[config.mk]
export PLATFORM = sky130hd
export DESIGN_NAME = dmar_chan
export DESIGN_NICKNAME = d
export VERILOG_FILES = /design/src/rtl/dmar_pkg.sv /design/src/rtl/dmar_ctl.sv /design/src/rtl/dmar_regs.sv /design/src/rtl/dmar_ring.sv /design/src/rtl/dmar_engine.sv /design/src/rtl/dmar_chan.sv
export SDC_FILE = /design/constraint.sdc
export NUM_CORES = 1
export LEC_CHECK = 0
export ABC_AREA = 1
export BUFFER_PORTS_ARGS = -buffer_cell sky130_fd_sc_hd__clkbuf_2
export CELL_PAD_IN_SITES_DETAIL_PLACEMENT = 0
export CELL_PAD_IN_SITES_GLOBAL_PLACEMENT = 1
export CORE_ASPECT_RATIO = 1.5
export CORE_MARGIN = 3
export CORE_UTILIZATION = 37
export DETAILED_ROUTE_END_ITERATION = 7
export PLACE_DENSITY_LB_ADDON = 0.15
export SKIP_CTS_REPAIR_TIMING = 1
export SLEW_MARGIN = 20
export SYNTH_ARGS = -nofsm -noshare
export SYNTH_HDL_FRONTEND = slang
export SYNTH_SLANG_ARGS = --single-unit
[constraint.sdc]
create_clock -name clk -period 2.1 [get_ports clk]
set_input_delay 0.21 -clock clk [delete_from_list [all_inputs] [get_ports clk]]
set_output_delay 0.21 -clock clk [all_outputs]
set_load 0.1 [all_outputs]
[src/rtl/dmar_pkg.sv]
package dmar_pkg;

   typedef enum logic [2:0] {
      ST_IDLE,
      ST_FETCH,
      ST_WAIT,
      ST_ARB,
      ST_RD,
      ST_WR,
      ST_ONE,
      ST_CLOSE
   } eng_st_e;

   typedef enum logic [1:0] {
      CL_NORM,
      CL_BERR,
      CL_DONE
   } close_e;

   typedef struct packed {
      logic devsrc;
      logic dual;
      logic intreq;
      logic hold;
      logic start;
   } ctl_t;

   localparam logic [1:0] SEL_SRC = 2'd0;
   localparam logic [1:0] SEL_DST = 2'd1;
   localparam logic [1:0] SEL_CNT = 2'd2;
   localparam logic [1:0] SEL_FC  = 2'd3;

endpackage

[src/rtl/dmar_ctl.sv]
module dmar_ctl
   import dmar_pkg::*;
(
   input  logic       clk,
   input  logic       rst_n,
   input  logic       wr,
   input  logic [4:0] wdata,
   input  logic       reinit,
   input  logic       stop,
   output ctl_t       ctl,
   output logic       reinit_ok
);

   ctl_t ctl_q;

   assign reinit_ok = reinit & ctl_q.hold;
   assign ctl       = ctl_q;

   always_ff @(posedge clk or negedge rst_n) begin
      if (!rst_n) begin
         ctl_q <= '0;
      end else begin
         if (wr) begin
            ctl_q <= ctl_t'(wdata);
         end
         if (stop || reinit_ok) begin
            ctl_q.start <= 1'b0;
         end
      end
   end

endmodule

[src/rtl/dmar_regs.sv]
module dmar_regs
   import dmar_pkg::*;
#(
   parameter int AW  = 16,
   parameter int CW  = 8,
   parameter int FCW = 3
) (
   input  logic           clk,
   input  logic           rst_n,
   input  logic           clr,
   input  logic           busy,
   input  logic           load,
   input  logic [AW-1:0]  ld_src,
   input  logic [AW-1:0]  ld_dst,
   input  logic [CW-1:0]  ld_cnt,
   input  logic           step,
   input  logic           step_src,
   input  logic           step_dst,
   input  logic           sw_wr,
   input  logic [1:0]     sw_sel,
   input  logic [AW-1:0]  sw_wdata,
   output logic [AW-1:0]  sw_rdata,
   output logic [AW-1:0]  cur_src,
   output logic [AW-1:0]  cur_dst,
   output logic [CW-1:0]  cur_cnt,
   output logic [FCW-1:0] cur_fc
);

   always_ff @(posedge clk or negedge rst_n) begin
      if (!rst_n) begin
         cur_src <= '0;
         cur_dst <= '0;
         cur_cnt <= '0;
         cur_fc  <= '0;
      end else if (clr) begin
         cur_src <= '0;
         cur_dst <= '0;
         cur_cnt <= '0;
         cur_fc  <= '0;
      end else if (load) begin
         cur_src <= ld_src;
         cur_dst <= ld_dst;
         cur_cnt <= ld_cnt;
      end else if (step) begin
         if (step_src) cur_src <= cur_src + 1'b1;
         if (step_dst) cur_dst <= cur_dst + 1'b1;
         cur_cnt <= cur_cnt - 1'b1;
      end else if (sw_wr && !busy) begin
         case (sw_sel)
            SEL_SRC: cur_src <= sw_wdata;
            SEL_DST: cur_dst <= sw_wdata;
            SEL_CNT: cur_cnt <= sw_wdata[CW-1:0];
            default: cur_fc  <= sw_wdata[FCW-1:0];
         endcase
      end
   end

   always_comb begin
      case (sw_sel)
         SEL_SRC: sw_rdata = cur_src;
         SEL_DST: sw_rdata = cur_dst;
         SEL_CNT: sw_rdata = AW'(cur_cnt);
         default: sw_rdata = AW'(cur_fc);
      endcase
   end

endmodule

[src/rtl/dmar_ring.sv]
module dmar_ring #(
   parameter int DEPTH = 4,
   parameter int IW    = (DEPTH > 1) ? $clog2(DEPTH) : 1
) (
   input  logic          clk,
   input  logic          rst_n,
   input  logic          clr,
   input  logic          adv,
   input  logic          wrap,
   output logic [IW-1:0] idx
);

   logic [IW-1:0] nxt;

   generate
      if ((DEPTH & (DEPTH - 1)) == 0) begin : g_pow2
         assign nxt = idx + 1'b1;
      end else begin : g_odd
         assign nxt = (idx == IW'(DEPTH - 1)) ? '0 : idx + 1'b1;
      end
   endgenerate

   always_ff @(posedge clk or negedge rst_n) begin
      if (!rst_n) begin
         idx <= '0;
      end else if (clr) begin
         idx <= '0;
      end else if (adv) begin
         idx <= wrap ? '0 : nxt;
      end
   end

endmodule

[src/rtl/dmar_engine.sv]
module dmar_engine
   import dmar_pkg::*;
#(
   parameter int AW = 16,
   parameter int CW = 8,
   parameter int DW = 5 + CW + 2 * AW
) (
   input  logic          clk,
   input  logic          rst_n,
   input  logic          clr,
   input  logic          go,
   input  logic          intreq,
   input  logic          dual,
   input  logic          devsrc,
   input  logic          dreq,
   input  logic          done_in,
   input  logic [DW-1:0] desc_rdata,
   input  logic [AW-1:0] cur_src,
   input  logic [AW-1:0] cur_dst,
   input  logic [CW-1:0] cur_cnt,
   input  logic          bus_gnt,
   input  logic          bus_ack,
   input  logic          bus_err,
   input  logic [7:0]    bus_rdata,
   output logic          busy,
   output logic          load,
   output logic          stop,
   output logic          step,
   output logic          step_src,
   output logic          step_dst,
   output logic          bus_req,
   output logic          bus_cyc,
   output logic          bus_we,
   output logic [AW-1:0] bus_addr,
   output logic [7:0]    bus_wdata,
   output logic          dev_ack,
   output logic          desc_we,
   output logic [DW-1:0] desc_wdata,
   output logic          adv,
   output logic          adv_wrap,
   output logic          irq_buf,
   output logic          irq_berr,
   output logic          irq_done,
   output logic          irq_err
);

   localparam int V_B  = DW - 1;
   localparam int I_B  = DW - 2;
   localparam int W_B  = DW - 3;
   localparam int D_B  = DW - 5;
   localparam int C_LO = 2 * AW;
   localparam int C_HI = 2 * AW + CW - 1;

   eng_st_e       st;
   close_e        rsn;
   logic [DW-1:0] desc_q;
   logic [7:0]    rd_q;
   logic          dvalid;
   logic          dzero;
   logic          req;
   logic          fin;

   assign dvalid = desc_rdata[V_B];
   assign dzero  = (desc_rdata[C_HI:C_LO] == '0);
   assign req    = intreq | dreq;
   assign fin    = ((st == ST_WR) || (st == ST_ONE)) && (bus_ack || bus_err);

   always_ff @(posedge clk or negedge rst_n) begin
      if (!rst_n) begin
         st     <= ST_IDLE;
         rsn    <= CL_NORM;
         desc_q <= '0;
         rd_q   <= '0;
      end else if (clr) begin
         st     <= ST_IDLE;
         rsn    <= CL_NORM;
         desc_q <= '0;
         rd_q   <= '0;
      end else begin
         case (st)
            ST_IDLE:  if (go) st <= ST_FETCH;
            ST_FETCH: begin
               if (!go) begin
                  st <= ST_IDLE;
               end else if (dvalid) begin
                  if (dzero) begin
                     st <= ST_IDLE;
                  end else begin
                     desc_q <= desc_rdata;
                     st     <= ST_WAIT;
                  end
               end
            end
            ST_WAIT: begin
               if (!go)      st <= ST_IDLE;
               else if (req) st <= ST_ARB;
            end
            ST_ARB:   if (bus_gnt) st <= dual ? ST_RD : ST_ONE;
            ST_RD: begin
               if (bus_ack || bus_err) begin
                  rd_q <= bus_rdata;
                  st   <= ST_WR;
               end
            end
            ST_WR, ST_ONE: begin
               if (bus_ack || bus_err) begin
                  if (bus_err)      rsn <= CL_BERR;
                  else if (done_in) rsn <= CL_DONE;
                  else              rsn <= CL_NORM;
                  if (bus_err || done_in || (cur_cnt == CW'(1))) st <= ST_CLOSE;
                  else                                           st <= ST_WAIT;
               end
            end
            default:  st <= ST_FETCH;
         endcase
      end
   end

   assign busy     = (st != ST_IDLE);
   assign load     = (st == ST_FETCH) && go && dvalid && !dzero;
   assign stop     = (st == ST_FETCH) && go && dvalid && dzero;
   assign irq_err  = stop;
   assign step     = fin;
   assign step_src = fin && (dual || !devsrc);
   assign step_dst = fin && (dual || devsrc);

   assign bus_req  = (st == ST_ARB) || (st == ST_RD) || (st == ST_WR) || (st == ST_ONE);
   assign bus_cyc  = (st == ST_RD) || (st == ST_WR) || (st == ST_ONE);
   assign bus_we   = (st == ST_WR) || ((st == ST_ONE) && devsrc);
   assign dev_ack  = (st == ST_ONE);
   assign bus_wdata = (st == ST_WR) ? rd_q : 8'h00;

   always_comb begin
      case (st)
         ST_RD:   bus_addr = cur_src;
         ST_WR:   bus_addr = cur_dst;
         ST_ONE:  bus_addr = devsrc ? cur_dst : cur_src;
         default: bus_addr = '0;
      endcase
   end

   assign desc_we    = (st == ST_CLOSE);
   assign desc_wdata = {1'b0, desc_q[I_B], desc_q[W_B], (rsn == CL_BERR), (rsn == CL_DONE),
                        desc_q[D_B-1:0]};
   assign adv        = (st == ST_CLOSE);
   assign adv_wrap   = desc_q[W_B];
   assign irq_buf    = (st == ST_CLOSE) && (rsn == CL_NORM) && desc_q[I_B];
   assign irq_berr   = (st == ST_CLOSE) && (rsn == CL_BERR);
   assign irq_done   = (st == ST_CLOSE) && (rsn == CL_DONE);

endmodule

[src/rtl/dmar_chan.sv]
module dmar_chan
   import dmar_pkg::*;
#(
   parameter int AW    = 16,
   parameter int CW    = 8,
   parameter int FCW   = 3,
   parameter int DEPTH = 4,
   localparam int IW   = (DEPTH > 1) ? $clog2(DEPTH) : 1,
   localparam int DW   = 5 + CW + 2 * AW
) (
   input  logic           clk,
   input  logic           rst_n,
   input  logic           ctl_wr,
   input  logic [4:0]     ctl_wdata,
   input  logic           reinit,
   input  logic           reg_wr,
   input  logic [1:0]     reg_sel,
   input  logic [AW-1:0]  reg_wdata,
   output logic [AW-1:0]  reg_rdata,
   output logic           active,
   input  logic           dreq,
   input  logic           done_in,
   output logic           bus_req,
   input  logic           bus_gnt,
   output logic           bus_cyc,
   output logic           bus_we,
   output logic [AW-1:0]  bus_addr,
   output logic [7:0]     bus_wdata,
   input  logic [7:0]     bus_rdata,
   input  logic           bus_ack,
   input  logic           bus_err,
   output logic [FCW-1:0] bus_fc,
   output logic           dev_ack,
   output logic [IW-1:0]  desc_idx,
   input  logic [DW-1:0]  desc_rdata,
   output logic           desc_we,
   output logic [DW-1:0]  desc_wdata,
   output logic           irq_buf,
   output logic           irq_berr,
   output logic           irq_done,
   output logic           irq_err
);

   generate
      if (AW < 8) begin : g_bad_aw
         $error("dmar_chan: AW must be at least 8");
      end
      if (CW < 1 || CW > AW) begin : g_bad_cw
         $error("dmar_chan: CW must lie in 1..AW");
      end
      if (FCW < 1 || FCW > AW) begin : g_bad_fcw
         $error("dmar_chan: FCW must lie in 1..AW");
      end
      if (DEPTH < 2) begin : g_bad_depth
         $error("dmar_chan: DEPTH must be at least 2");
      end
   endgenerate

   ctl_t          ctl;
   logic          reinit_ok;
   logic          stop;
   logic          go;
   logic          busy;
   logic          load;
   logic          step;
   logic          step_src;
   logic          step_dst;
   logic          adv;
   logic          adv_wrap;
   logic [AW-1:0] cur_src;
   logic [AW-1:0] cur_dst;
   logic [CW-1:0] cur_cnt;

   assign go     = ctl.start & ~ctl.hold;
   assign active = busy;

   dmar_ctl u_ctl (
      .clk       (clk),
      .rst_n     (rst_n),
      .wr        (ctl_wr),
      .wdata     (ctl_wdata),
      .reinit    (reinit),
      .stop      (stop),
      .ctl       (ctl),
      .reinit_ok (reinit_ok)
   );

   dmar_regs #(.AW(AW), .CW(CW), .FCW(FCW)) u_regs (
      .clk      (clk),
      .rst_n    (rst_n),
      .clr      (reinit_ok),
      .busy     (busy),
      .load     (load),
      .ld_src   (desc_rdata[2*AW-1:AW]),
      .ld_dst   (desc_rdata[AW-1:0]),
      .ld_cnt   (desc_rdata[2*AW+CW-1:2*AW]),
      .step     (step),
      .step_src (step_src),
      .step_dst (step_dst),
      .sw_wr    (reg_wr),
      .sw_sel   (reg_sel),
      .sw_wdata (reg_wdata),
      .sw_rdata (reg_rdata),
      .cur_src  (cur_src),
      .cur_dst  (cur_dst),
      .cur_cnt  (cur_cnt),
      .cur_fc   (bus_fc)
   );

   dmar_ring #(.DEPTH(DEPTH), .IW(IW)) u_ring (
      .clk   (clk),
      .rst_n (rst_n),
      .clr   (reinit_ok),
      .adv   (adv),
      .wrap  (adv_wrap),
      .idx   (desc_idx)
   );

   dmar_engine #(.AW(AW), .CW(CW), .DW(DW)) u_eng (
      .clk        (clk),
      .rst_n      (rst_n),
      .clr        (reinit_ok),
      .go         (go),
      .intreq     (ctl.intreq),
      .dual       (ctl.dual),
      .devsrc     (ctl.devsrc),
      .dreq       (dreq),
      .done_in    (done_in),
      .desc_rdata (desc_rdata),
      .cur_src    (cur_src),
      .cur_dst    (cur_dst),
      .cur_cnt    (cur_cnt),
      .bus_gnt    (bus_gnt),
      .bus_ack    (bus_ack),
      .bus_err    (bus_err),
      .bus_rdata  (bus_rdata),
      .busy       (busy),
      .load       (load),
      .stop       (stop),
      .step       (step),
      .step_src   (step_src),
      .step_dst   (step_dst),
      .bus_req    (bus_req),
      .bus_cyc    (bus_cyc),
      .bus_we     (bus_we),
      .bus_addr   (bus_addr),
      .bus_wdata  (bus_wdata),
      .dev_ack    (dev_ack),
      .desc_we    (desc_we),
      .desc_wdata (desc_wdata),
      .adv        (adv),
      .adv_wrap   (adv_wrap),
      .irq_buf    (irq_buf),
      .irq_berr   (irq_berr),
      .irq_done   (irq_done),
      .irq_err    (irq_err)
   );

endmodule

# Word-level counts from Yosys, hierarchy flattened
# Index checks and enable logic that the tools add are counted.
[word_totals]
reg_bits = 107
inputBits = 86
out_inout_bits = 100
word_cells = 160
[classes]
add_sub_neg = 4
eq_ne = 24
n_mux = 57
n_bitwise = 4
n_reduce_logical = 57
[op_table]
columns = ["op", "count"]
rows = [
  ["$mux 44", 5],
  ["$mux 16", 13],
  ["$pmux 16 s3", 2],
  ["$mux 8", 9],
  ["$mux 3", 15],
  ["$add 16x1->16 const B", 2],
  ["$mux 2", 10],
  ["$pmux 3 s6", 1],
  ["$reduce_bool 2->1", 9],
  ["$ne 4x4->1 const B", 4],
  ["$reduce_bool 4->1", 4],
  ["$logic_and 1x1->1", 13],
  ["$logic_or 1x1->1", 13],
  ["$eq 3x3->1 const B", 4],
  ["$ne 3x2->1 const B", 3],
  ["$eq 8x1->1 const B", 1],
  ["$logic_not 8->1", 1],
  ["$reduce_and 4->1", 2],
  ["$sub 8x1->8 const B", 1],
  ["$eq 3x2->1 const B", 2],
  ["$reduce_and 2->1", 3],
  ["$reduce_and 3->1", 2],
  ["$reduce_and 6->1", 1],
  ["$eq 2x1->1 const B", 2],
  ["other kinds (16)", 24],
]

# Longest topological paths before layout
# Gate-level depths: netlist of the first run.
[depth]
word_depth = 8
mapped_depth = 13
depth_no_buf = 12

# Hierarchy
# A second synthesis of the first run with hierarchy kept.
[hier_totals]
hier_cells = 983
area_unflattened_um2 = 6765.2
[modules_own_cells]
columns = ["module", "n_inst", "cells_each", "area_per_inst_um2", "seq_area_each_um2"]
rows = [
  ["dmar_regs", 1, 551, 3538.4, 1076.0],
  ["dmar_engine", 1, 388, 2895.3, 1376.3],
  ["dmar_ctl", 1, 28, 216.5, 125.1],
  ["dmar_ring", 1, 14, 105.1, 50.0],
  ["dmar_chan", 1, 2, 10.0, 0.0],
]

# Least setup slack after synthesis of the first run
# OpenSTA, ideal clock, no wires.
[synth_path]
path_kind = "register to output"
start = "reg u_eng.st[2]"
end = "out irq_buf"
arrival_ns = 5.046
required_time_ns = 1.890
slack_ns = -3.156
stages_incl_launch_ff = 5
path_buffers = 0
cell_sequence = "dfrtp_1 > inv_1 > nor2_1 > inv_1 > nor4_1"
[synth_between]
elab_chain_cells = 3
[synth_lines]
columns = ["element", "line_no", "source"]
rows = [
  ["start: declaration", "dmar_engine.sv:54", "eng_st_e st;"],
  ["start signal: assignment", "dmar_engine.sv:98", "ST_ARB: if (bus_gnt) st <= dual ? ST_RD : ST_ONE;"],
  ["$eq 3x3->1", "-", ""],
  ["net desc_we", "dmar_chan.sv:36", "output logic desc_we,"],
  ["$logic_and 1x1->1 (2 in a row)", "dmar_engine.sv:147", "assign irq_buf = (st == ST_CLOSE) && (rsn == CL_NORM) && desc_q[I_B];"],
  ["end: declaration", "dmar_chan.sv:38", "output logic irq_buf,"],
]
# The timed path passes the listed nets, and every way through them passes these cells.

# Final worst setup path of the first run
[layout_path]
start = "reg u_eng.st[0]"
end = "out bus_addr[4]"
[layout_between]
elab_chain_cells = 2
word_cells_on_any_way = 4
cone_classes = "eq/ne: 3; mux: 1"
[layout_lines]
columns = ["element", "line_no", "source"]
rows = [
  ["$eq 3x3->1", "dmar_engine.sv:134", "case (st)"],
  ["$pmux 16 s3 (*)", "dmar_engine.sv:134", ""],
  ["end: declaration", "dmar_chan.sv:27", "output logic [AW-1:0] bus_addr,"],
]
# Mark *: on every way between the ends. The rest lies on a longest branch, timed or not.

==> impl_metrics.toml, run 1 <==
[drt]
drcViolationCount = 0
wl_per_cell_um = 17.16
wirelength_um = 23520
antenna_left = 0
vias = 6981
first_pass_iters = 4
vias_per_cell = 5.096
first_iter_violations = 485

[placed_design]
place.gp.congestion = 0.9264
port_buffers = 182
hpwl_um = 18650
dp_slack_ns = 0.1783

[hold_path]
hold_path.class = "primary input to flop"
worstHoldStart = "desc_rdata[42]"
holdPathEnd = "u_eng.desc_q[42]"
holdPathStages = 3

[synthesis]
synthDistinctLibCells = 44
synth_most_common_cell = "nand2_1"
ys_warn_count = 0
yosysSeqAreaShare = 0.3994
postSynthAreaPerCell_um2 = 6.824
synthAdderAreaFrac = 0.007607
syn_area_mm2 = 0.006579
synthesis.instances = 964
synthesis.nets = 1054
synth_top_area_frac = 0.3994
synth_top_family_by_area = "simple AND/OR/NAND/NOR gates"
synth.area.top_cells = "dfrtp_1 (40%), nand2_1 (17%), nor2_1 (8.6%), o21ai_0 (5.8%), inv_1 (4.9%)"
synth_edf_count = 0
synth_compound_area_frac = 0.1288
synthSimpleGateAreaFrac = 0.3564
synth-seq-cells = 105
yosys.area.top_type = "dfrtp_1"
ys.flop_type = "dfrtp_1"
synth_mux_area_frac = 0.004945
async_reset_ff_frac = 1.000
synth_commonest_cells = "nand2_1 (293), nor2_1 (150), dfrtp_1 (105)"
synth-xor-area-share = 0.01198

[global_routing]
antenna_found_initial = 0
grt_overflow = 0
grt_max_degree = 47
grt_pass1_vias = 7086
grt_pass1_wl_um = 37550
grtUsageTotal = 0.2449

[setup_path]
reg2reg_depth = 11
cpMostUsedCell = "o21ai_4"
required_ns = 1.89
r2r_start = "u_eng.st[1]"
r2r_setup_slack_ns = 0.18
slowest_stage = "dfrtp_2"
crit_buf_inv = 3
cpLargestDelayFamily = "buffers and inverters"
end_kind = "output port"
crit_type = "flop to output port"
critical_path_arrival_ns = 1.82
path_cells = "inv_4, nand3_4, o21ai_4, buf_4, nand2_1, o21ai_4, buf_12"
cp_max_fo = 5
startpoint = "u_eng.st[0]"
critPathMaxStageDelay_ns = 0.46
startpoint_type = "flop"
r2r_end = "u_regs.cur_cnt[0]"

[die]
dieWidth_um = 114.9
io_pins = 186
die-height_um = 169.3
rows = 59
dieArea_mm2 = 0.01945
initial_core_util = 0.3776
core_area_mm2 = 0.01742

[clocking]
cts_buffers = 9
clockRootBuffer = "clkbuf_16"
cts_tree = "yes"
cts_max_level = 3
clk_pin_slew_ns = 0.08
clk_latency_ns = 0.35
cts_sinks = 105
cts_buffer_depth = 2

[power]
clkPwrFrac = 0.133
p_sw_frac = 0.5735
pwr_density_cell_mw_per_mm2 = 1458
leakagePower_nw = 4.576
vdd_ir_drop_max_v = 0.0009608
p_sw_mw = 7.580
internal-power_mw = 5.636
power.share.combinational = 0.602
p_seq_frac = 0.265

[sta]
hold_ws_ns = 0.06549
period_share = 0.9671
rsz0062_at_grt = "yes"
setup_viol = 0
drv_slew = 0
relSlewSlack = 0.6168
fin_worst_skew_ns = 0.007055
fmax_mhz = 492.4
report.final.hold_viol_count = 0
setup_ws_ns = 0.06905
period_needed_ns = 2.031
worstMarginPinSlew_ns = 0.5773

[finish]
fillers = 1809
area_growth_syn_to_layout_pct = 37.79
multi_input_area_mm2 = 0.003725
drive_gt1_frac = 0.2645
nNetsFinal = 1242
antenna_cells = 0
seq_area_mm2 = 0.002631

[job]
drv_cap = 0

[outcome]
status = "completed"
[cell type report]
type	instances	area share
multi-input cells	726	0.4109
flip-flops and latches	105	0.2903
repair buffers	217	0.1963
inverters	93	0.04030
well taps	213	0.02940
clock buffers	11	0.02567
clock inverters	5	0.007177
[routing by layer]
| metal | vias to the layer above | global-route usage | part of all wire |
|---|---|---|---|
| li1 | 3479 | - | - |
| met1 | 3279 | 0.2929 | 0.40 |
| met2 | 192 | 0.4448 | 0.53 |
| met3 | 31 | 0.03996 | 0.046 |
| met4 | 0 | 0.07303 | 0.024 |
| met5 | - | 0 | 0 |
[worst register-to-register path, stage by stage, from the launching register on]
cell,delay (ns)
dfrtp_2,0.46
inv_2,0.10
nand2_1,0.08
nor2_1,0.23
nand2_1,0.15
nor2_1,0.12
nor2_1,0.06
nand2_1,0.31
nand2_1,0.12
inv_1,0.10
nand2_1,0.05
o21ai_1,0.07
[cell families after synthesis]
logic type / count (synthesis)
AOI/OAI and AO/OA: 148
and+or+nand+nor: 561
other: 1
muxes: 3
adders and majority gates: 4
DFF: 105
xor gates and xnor gates: 9
buffers and inverters: 133
[cells in the final DEF, fill, tap and decap left out, types with 3 or more instances in the layout]
cell type	Yosys	routed
a21oi_1	12	11
buf_12	0	39
buf_2	18	7
buf_4	6	33
clkbuf_16	0	10
clkbuf_2	2	136
clkinvlp_4	0	3
dfrtp_1	105	102
dfrtp_2	0	3
ha_1	4	4
inv_1	86	82
inv_2	5	5
inv_4	1	3
nand2_1	293	290
nand2_2	4	7
nand2_4	5	5
nand3_1	60	60
nand4_1	13	13
nor2_1	150	139
nor2_2	3	13
nor3_1	15	12
nor3_4	0	3
o211a_1	4	4
o21a_1	6	6
o21ai_0	76	71
o21ai_1	12	11
o21ai_4	0	6
o221ai_1	5	5
o22ai_1	26	13
o22ai_4	0	13
or2_1	6	6
or2_2	5	5
xor2_1	9	9
[power groups by stage]
stage,clock [mW],combinational [mW],sequential (mW)
6_report,1.76,7.95,3.50
2_1_floorplan,0,4.13,5.23
3_3_place_gp,0,7.88,3.51
5_1_grt,1.87,8.51,3.62
4_1_cts,1.79,7.94,3.49
3_5_place_dp,0,7.92,3.52
[state kept, by name (all words and copies together), names as in the netlist]
| signal | count |
|---|---|
| u_eng.desc_q | 42 |
| u_regs.cur_dst | 16 |
| u_regs.cur_src | 16 |
| u_eng.rd_q | 8 |
| u_regs.cur_cnt | 8 |
| u_ctl.ctl | 5 |
| u_eng.st | 3 |
| u_regs.cur_fc | 3 |
| u_eng.rsn | 2 |
| u_ring.idx | 2 |
[worst max path at each step]
stage               cells after the start  slack [ns]                end
CTS                                     6       -0.07        bus_addr[5]
floorplan                               4       -0.41       reg_rdata[6]
finish                                  7        0.07        bus_addr[4]
global placement                       11        0.20  u_regs.cur_cnt[0]
global route                            5     -0.0001       bus_wdata[5]
detailed placement                     11        0.18  u_regs.cur_src[8]
[stage by stage]
stage / util / power, mW / TNS, ns / area (um2) / std cells
floorplan: - / 9.362 / -20.34 / 6945 / 964
global route: 0.5203 / 14.00 / -0.0001279 / 9065 / 1370
detailed placement: 0.4987 / 11.44 / 0 / 8688 / 1350
global placement: 0.4987 / 11.39 / 0 / 8688 / 1350
finish: 0.5203 / 13.22 / 0 / 9065 / 1370
CTS: 0.5158 / 13.22 / -0.6213 / 8986 / 1366
(Power assumes the default switching activity.)
==> inputs of run 2 (changes only) <==
SETUP_SLACK_MARGIN = 0.1   (was not set)
==> impl_metrics.toml, run 2 (synthesized netlist as in run 1, its figures left out) <==
[drt]
dr_wl_met2_um = 12500
vias = 7023
drcViolationCount = 0
first_pass_iters = 5
vias_per_cell = 5.153
wl_met3_um = 1030
m1WireLength_um = 9596
wirelength_um = 23710
wl_per_cell_um = 17.39
antenna_left = 0
highest_layer = "met4"
first_iter_violations = 446

[sta]
fin_worst_skew_ns = 0.009454
report.final.hold_viol_count = 0
setup_viol = 0
relSlewSlack = 0.5759
period_share = 0.9921
fmax_mhz = 480.0
worstMarginPinSlew_ns = 0.6362
tns_ns = 0
drv_slew = 0
period_needed_ns = 2.083
hold_ws_ns = 0.04849
rsz0062_at_grt = "yes"

[setup_path]
slowest_stage = "dfrtp_1"
crit_buf_inv = 4
critical_path_arrival_ns = 1.87
cpLargestDelayFamily = "buffers and inverters"
cp_max_fo = 8
r2r_setup_slack_ns = 0.21
startpoint_type = "flop"
end_kind = "output port"
critPathMaxStageDelay_ns = 0.42
r2r_start = "u_ctl.ctl[1]"
r2r_end = "u_regs.cur_dst[1]"
crit_type = "flop to output port"
required_ns = 1.89
path_cells = "inv_2, nand3_4, clkinvlp_4, a21oi_4, clkbuf_16, o22ai_4, buf_12"
reg2reg_depth = 10
startpoint = "u_eng.st[0]"

[global_routing]
grt_pass1_wl_um = 37200
antenna_found_initial = 0
grt_max_degree = 106
grt_overflow = 0
grt_pass1_vias = 6927
grtUsageTotal = 0.2445

[finish]
antenna_cells = 0
final_common_cell = "nand2_1"
final_cell_mix = "nand2_1 (284), nor2_1 (139), clkbuf_2 (135)"
final_util = 0.5189
drive_gt1_frac = 0.2661
final_cells = 1363
top_register = "u_eng.desc_q"
area_growth_syn_to_layout_pct = 37.41
top_regs = "u_eng.desc_q x42, u_regs.cur_dst x16, u_regs.cur_src x16"
largest_register_ffs = 42
nNetsFinal = 1236

[die]
core_area_mm2 = 0.01742
dieWidth_um = 114.9
dieArea_mm2 = 0.01945
io_pins = 186
die-height_um = 169.3
rows = 59
initial_core_util = 0.3776

[power]
clkPwrFrac = 0.129
leakagePower_nw = 4.544
p_seq_frac = 0.268
internal-power_mw = 5.495
pwr_density_cell_mw_per_mm2 = 1453
power.share.combinational = 0.603
p_sw_mw = 7.638
power_mw = 13.13
vdd_ir_drop_max_v = 0.0008152
p_sw_frac = 0.5816

[placed_design]
port_buffers = 182
hpwl_um = 18220
placed_cells = 1345
place.gp.congestion = 0.9153

[hold_path]
holdPathStages = 3
hold_path.class = "primary input to flop"
holdPathEnd = "u_eng.desc_q[43]"
worstHoldStart = "desc_rdata[43]"

[clocking]
cts_sinks = 105
cts_max_level = 3
clk_latency_ns = 0.37
cts_buffers = 9
clk_pin_slew_ns = 0.08
clockRootBuffer = "clkbuf_16"
cts_buffer_depth = 2
cts_tree = "yes"

[job]
drv_cap = 0

[outcome]
status = "completed"
run 2: cell count changes in the layout (fill, tap and decap cells not counted), sizes merged:
cell,change
clkbuf,+3
clkinv,+1
bufinv,-1
inv,+2
clkinvlp,-1
buf,-11
run 2: worst min-delay path, stage by stage:
cell and delay [ns]:
clkbuf_2 0.07, nand2_1 0.04, o21ai_0 0.06
run 2: power groups by stage:
stage	Sequential (mW)	Combinational, mW	Clock [mW]
final	3.52	7.92	1.69
after global routing	3.63	8.44	1.79
after CTS	3.51	7.90	1.72
after detailed placement	3.54	7.87	0
after global placement	3.53	7.83	0
after floorplan	5.23	4.13	0
run 2: final cells by class:
class,count,area [um2]
Timing Repair Buffer,211,1755
Multi-Input combinational cell,726,3745
Tap cell,213,266.5
Fill cell,1831,8382
Clock inverter,6,52.55
Sequential cell,105,2630
Inverter,93,365.4
Clock buffer,9,225.2
run 2: through the flow:
| step | setup slack (ns) | instance area (um2) |
|---|---|---|
| after global placement | 0.1799 | 8656 |
| after CTS | -0.07353 | 8934 |
| final | 0.01664 | 9040 |
| after detailed placement | 0.1444 | 8656 |
| after global routing | -0.05018 | 9040 |
| after floorplan | -0.4062 | 6948 |
run 2: how the worst max path moves through the flow:
stage / endpoint / slack (ns) / depth (start not counted)
global placement: u_regs.cur_src[14] / 0.18 / 12
detailed placement: u_regs.cur_src[14] / 0.14 / 12
global route: bus_addr[0] / -0.05 / 7
CTS: bus_addr[3] / -0.07 / 6
finish: bus_addr[0] / 0.02 / 7
floorplan: reg_rdata[6] / -0.41 / 4
run 2: routing by layer:
layer  track usage  up-vias
met1        0.2950     3339
met4       0.07661        0
li1              -     3469
met3       0.04210       34
met2        0.4380      181
met5             0        -
==> inputs of run 3 (changes only) <==
REMOVE_ABC_BUFFERS = 1   (was not set)
==> impl_metrics.toml, run 3 (synthesized netlist as in run 1, its figures left out) <==
[outcome]
status = "finished with violations"
failed_checks = "DRC, setup timing"

[setup_path]
startpoint_type = "flop"
r2r_end = "u_regs.cur_cnt[0]"
reg2reg_depth = 14
critical_path_arrival_ns = 1.95
startpoint = "u_eng.st[0]"
r2r_setup_slack_ns = 0.17
path_cells = "inv_2, nand3_2, buf_6, o21ai_4, clkinvlp_4, buf_12, o22ai_4, buf_12"
end_kind = "output port"
cpMostUsedCell = "buf_12"
required_ns = 1.89
cpLargestDelayFamily = "buffers and inverters"
crit_cells = 8
slowest_stage = "dfrtp_1"
crit_buf_inv = 5
r2r_start = "u_eng.st[1]"
cp_max_fo = 13
critPathMaxStageDelay_ns = 0.40
crit_path_end = "bus_addr[3]"
crit_type = "flop to output port"

[finish]
antenna_cells = 0
final_util = 0.5240
largest_register_ffs = 42
fillers = 1795
final_common_cell = "nand2_1"
nNetsFinal = 1259
top_regs = "u_eng.desc_q x42, u_regs.cur_dst x16, u_regs.cur_src x16"
drive_gt1_frac = 0.2617
area_growth_syn_to_layout_pct = 38.76
final_cell_mix = "nand2_1 (290), nor2_1 (148), clkbuf_2 (134)"
top_register = "u_eng.desc_q"

[clocking]
cts_max_level = 3
cts_tree = "yes"
cts_sinks = 105
clk_latency_ns = 0.35
clockRootBuffer = "clkbuf_16"
cts_buffer_depth = 2
clk_pin_slew_ns = 0.07
cts_buffers = 9

[die]
io_pins = 186
die-height_um = 169.3
dieWidth_um = 114.9
rows = 59
dieArea_mm2 = 0.01945
initial_core_util = 0.3776
core_area_mm2 = 0.01742

[placed_design]
hpwl_um = 18380
port_buffers = 182
place.gp.congestion = 0.8981

[drt]
highest_layer = "met4"
antenna_left = 0
vias = 7096
first_pass_iters = 7
drcViolationCount = 2
dr_wl_met2_um = 11890
vias_per_cell = 5.120
wirelength_um = 24050
m1WireLength_um = 10170
first_iter_violations = 537
wl_per_cell_um = 17.35
wl_met3_um = 1183

[power]
leakagePower_nw = 4.674
vdd_ir_drop_max_v = 0.0007978
pwr_density_cell_mw_per_mm2 = 1435
power_mw = 13.10

[sta]
period_needed_ns = 2.156
worstMarginPinSlew_ns = 0.5715
fmax_mhz = 463.8
setup_viol = 13
period_share = 1.027
relSlewSlack = 0.6189
fin_worst_skew_ns = 0.01147
setup_ws_ns = -0.05605
report.final.hold_viol_count = 0
rsz0062_at_grt = "yes"
drv_slew = 0

[global_routing]
grtUsageTotal = 0.2442
grt_max_degree = 60
grt_pass1_vias = 6936
grt_overflow = 0
grt_pass1_wl_um = 37650
antenna_found_initial = 0

[job]
drv_cap = 0

[hold_path]
hold_path.class = "primary input to flop"
-- run 3: cell count changes in the layout (fill, tap and decap cells not counted), sizes merged --
cell    previous run  this run
inv               94        91
bufinv             0         1
buf               68        93
-- run 3: worst min path at each step --
stage | slack [ns] | startpoint | cells after the start | endpoint
after floorplan | -0.09 | rst_n | 0 | u_ctl.ctl[0]
after global placement | 0.15 | rst_n | 1 | u_eng.desc_q[36]
after detailed placement | 0.15 | rst_n | 1 | u_eng.desc_q[36]
after CTS | -0.22 | rst_n | 1 | u_eng.desc_q[36]
final | 0.07 | desc_rdata[43] | 3 | u_eng.desc_q[43]
after global routing | 0.08 | desc_rdata[42] | 3 | u_eng.desc_q[42]
-- run 3: cell type report --
cell class              count  area [um2]  share of cell area
well taps                 213       266.5             0.02919
repair buffers            234        1997              0.2188
multi-input cells         726        3590              0.3932
clock buffers              11       232.7             0.02549
clock inverters             4       55.05            0.006031
inverters                  93       357.8             0.03920
flip-flops and latches    105        2630              0.2881
-- run 3: routing by layer --
metal	vias up	GRT usage
met2	226	0.4143
met1	3308	0.3139
met3	41	0.03639
li1	3521	-
met4	0	0.08836
met5	-	0
-- run 3: worst reg2reg max path: stages (launching register included) --
cell and delay, ns:
dfrtp_2 0.45, inv_2 0.07, buf_4 0.11, nand3_2 0.11
nand2_2 0.17, nand2_4 0.09, buf_6 0.15, nand2_1 0.11
nor2_1 0.06, nand2_1 0.07, buf_4 0.19, nand2_1 0.09
inv_1 0.09, nand2_1 0.05, o21ai_1 0.06
-- run 3: where the power goes --
group / internal, mW / switching (mW)
logic: 1.97 / 5.91
registers: 2.75 / 0.733
clock network: 0.927 / 0.811
-- run 3: per-stage QoR --
step | std cells | setup slack (ns) | instance area, um2 | setup TNS, ns | hold slack, ns
floorplan | 924 | -3.156 | 6336 | -66.69 | -0.08559
finish | 1386 | -0.05605 | 9129 | -0.4570 | 0.07258
global route | 1386 | -0.1522 | 9129 | -1.874 | 0.08063
detailed placement | 1359 | -0.1097 | 8409 | -1.074 | 0.1548
global placement | 1359 | -0.07083 | 8409 | -0.5401 | 0.1517
CTS | 1374 | -0.5073 | 8697 | -7.445 | -0.2240
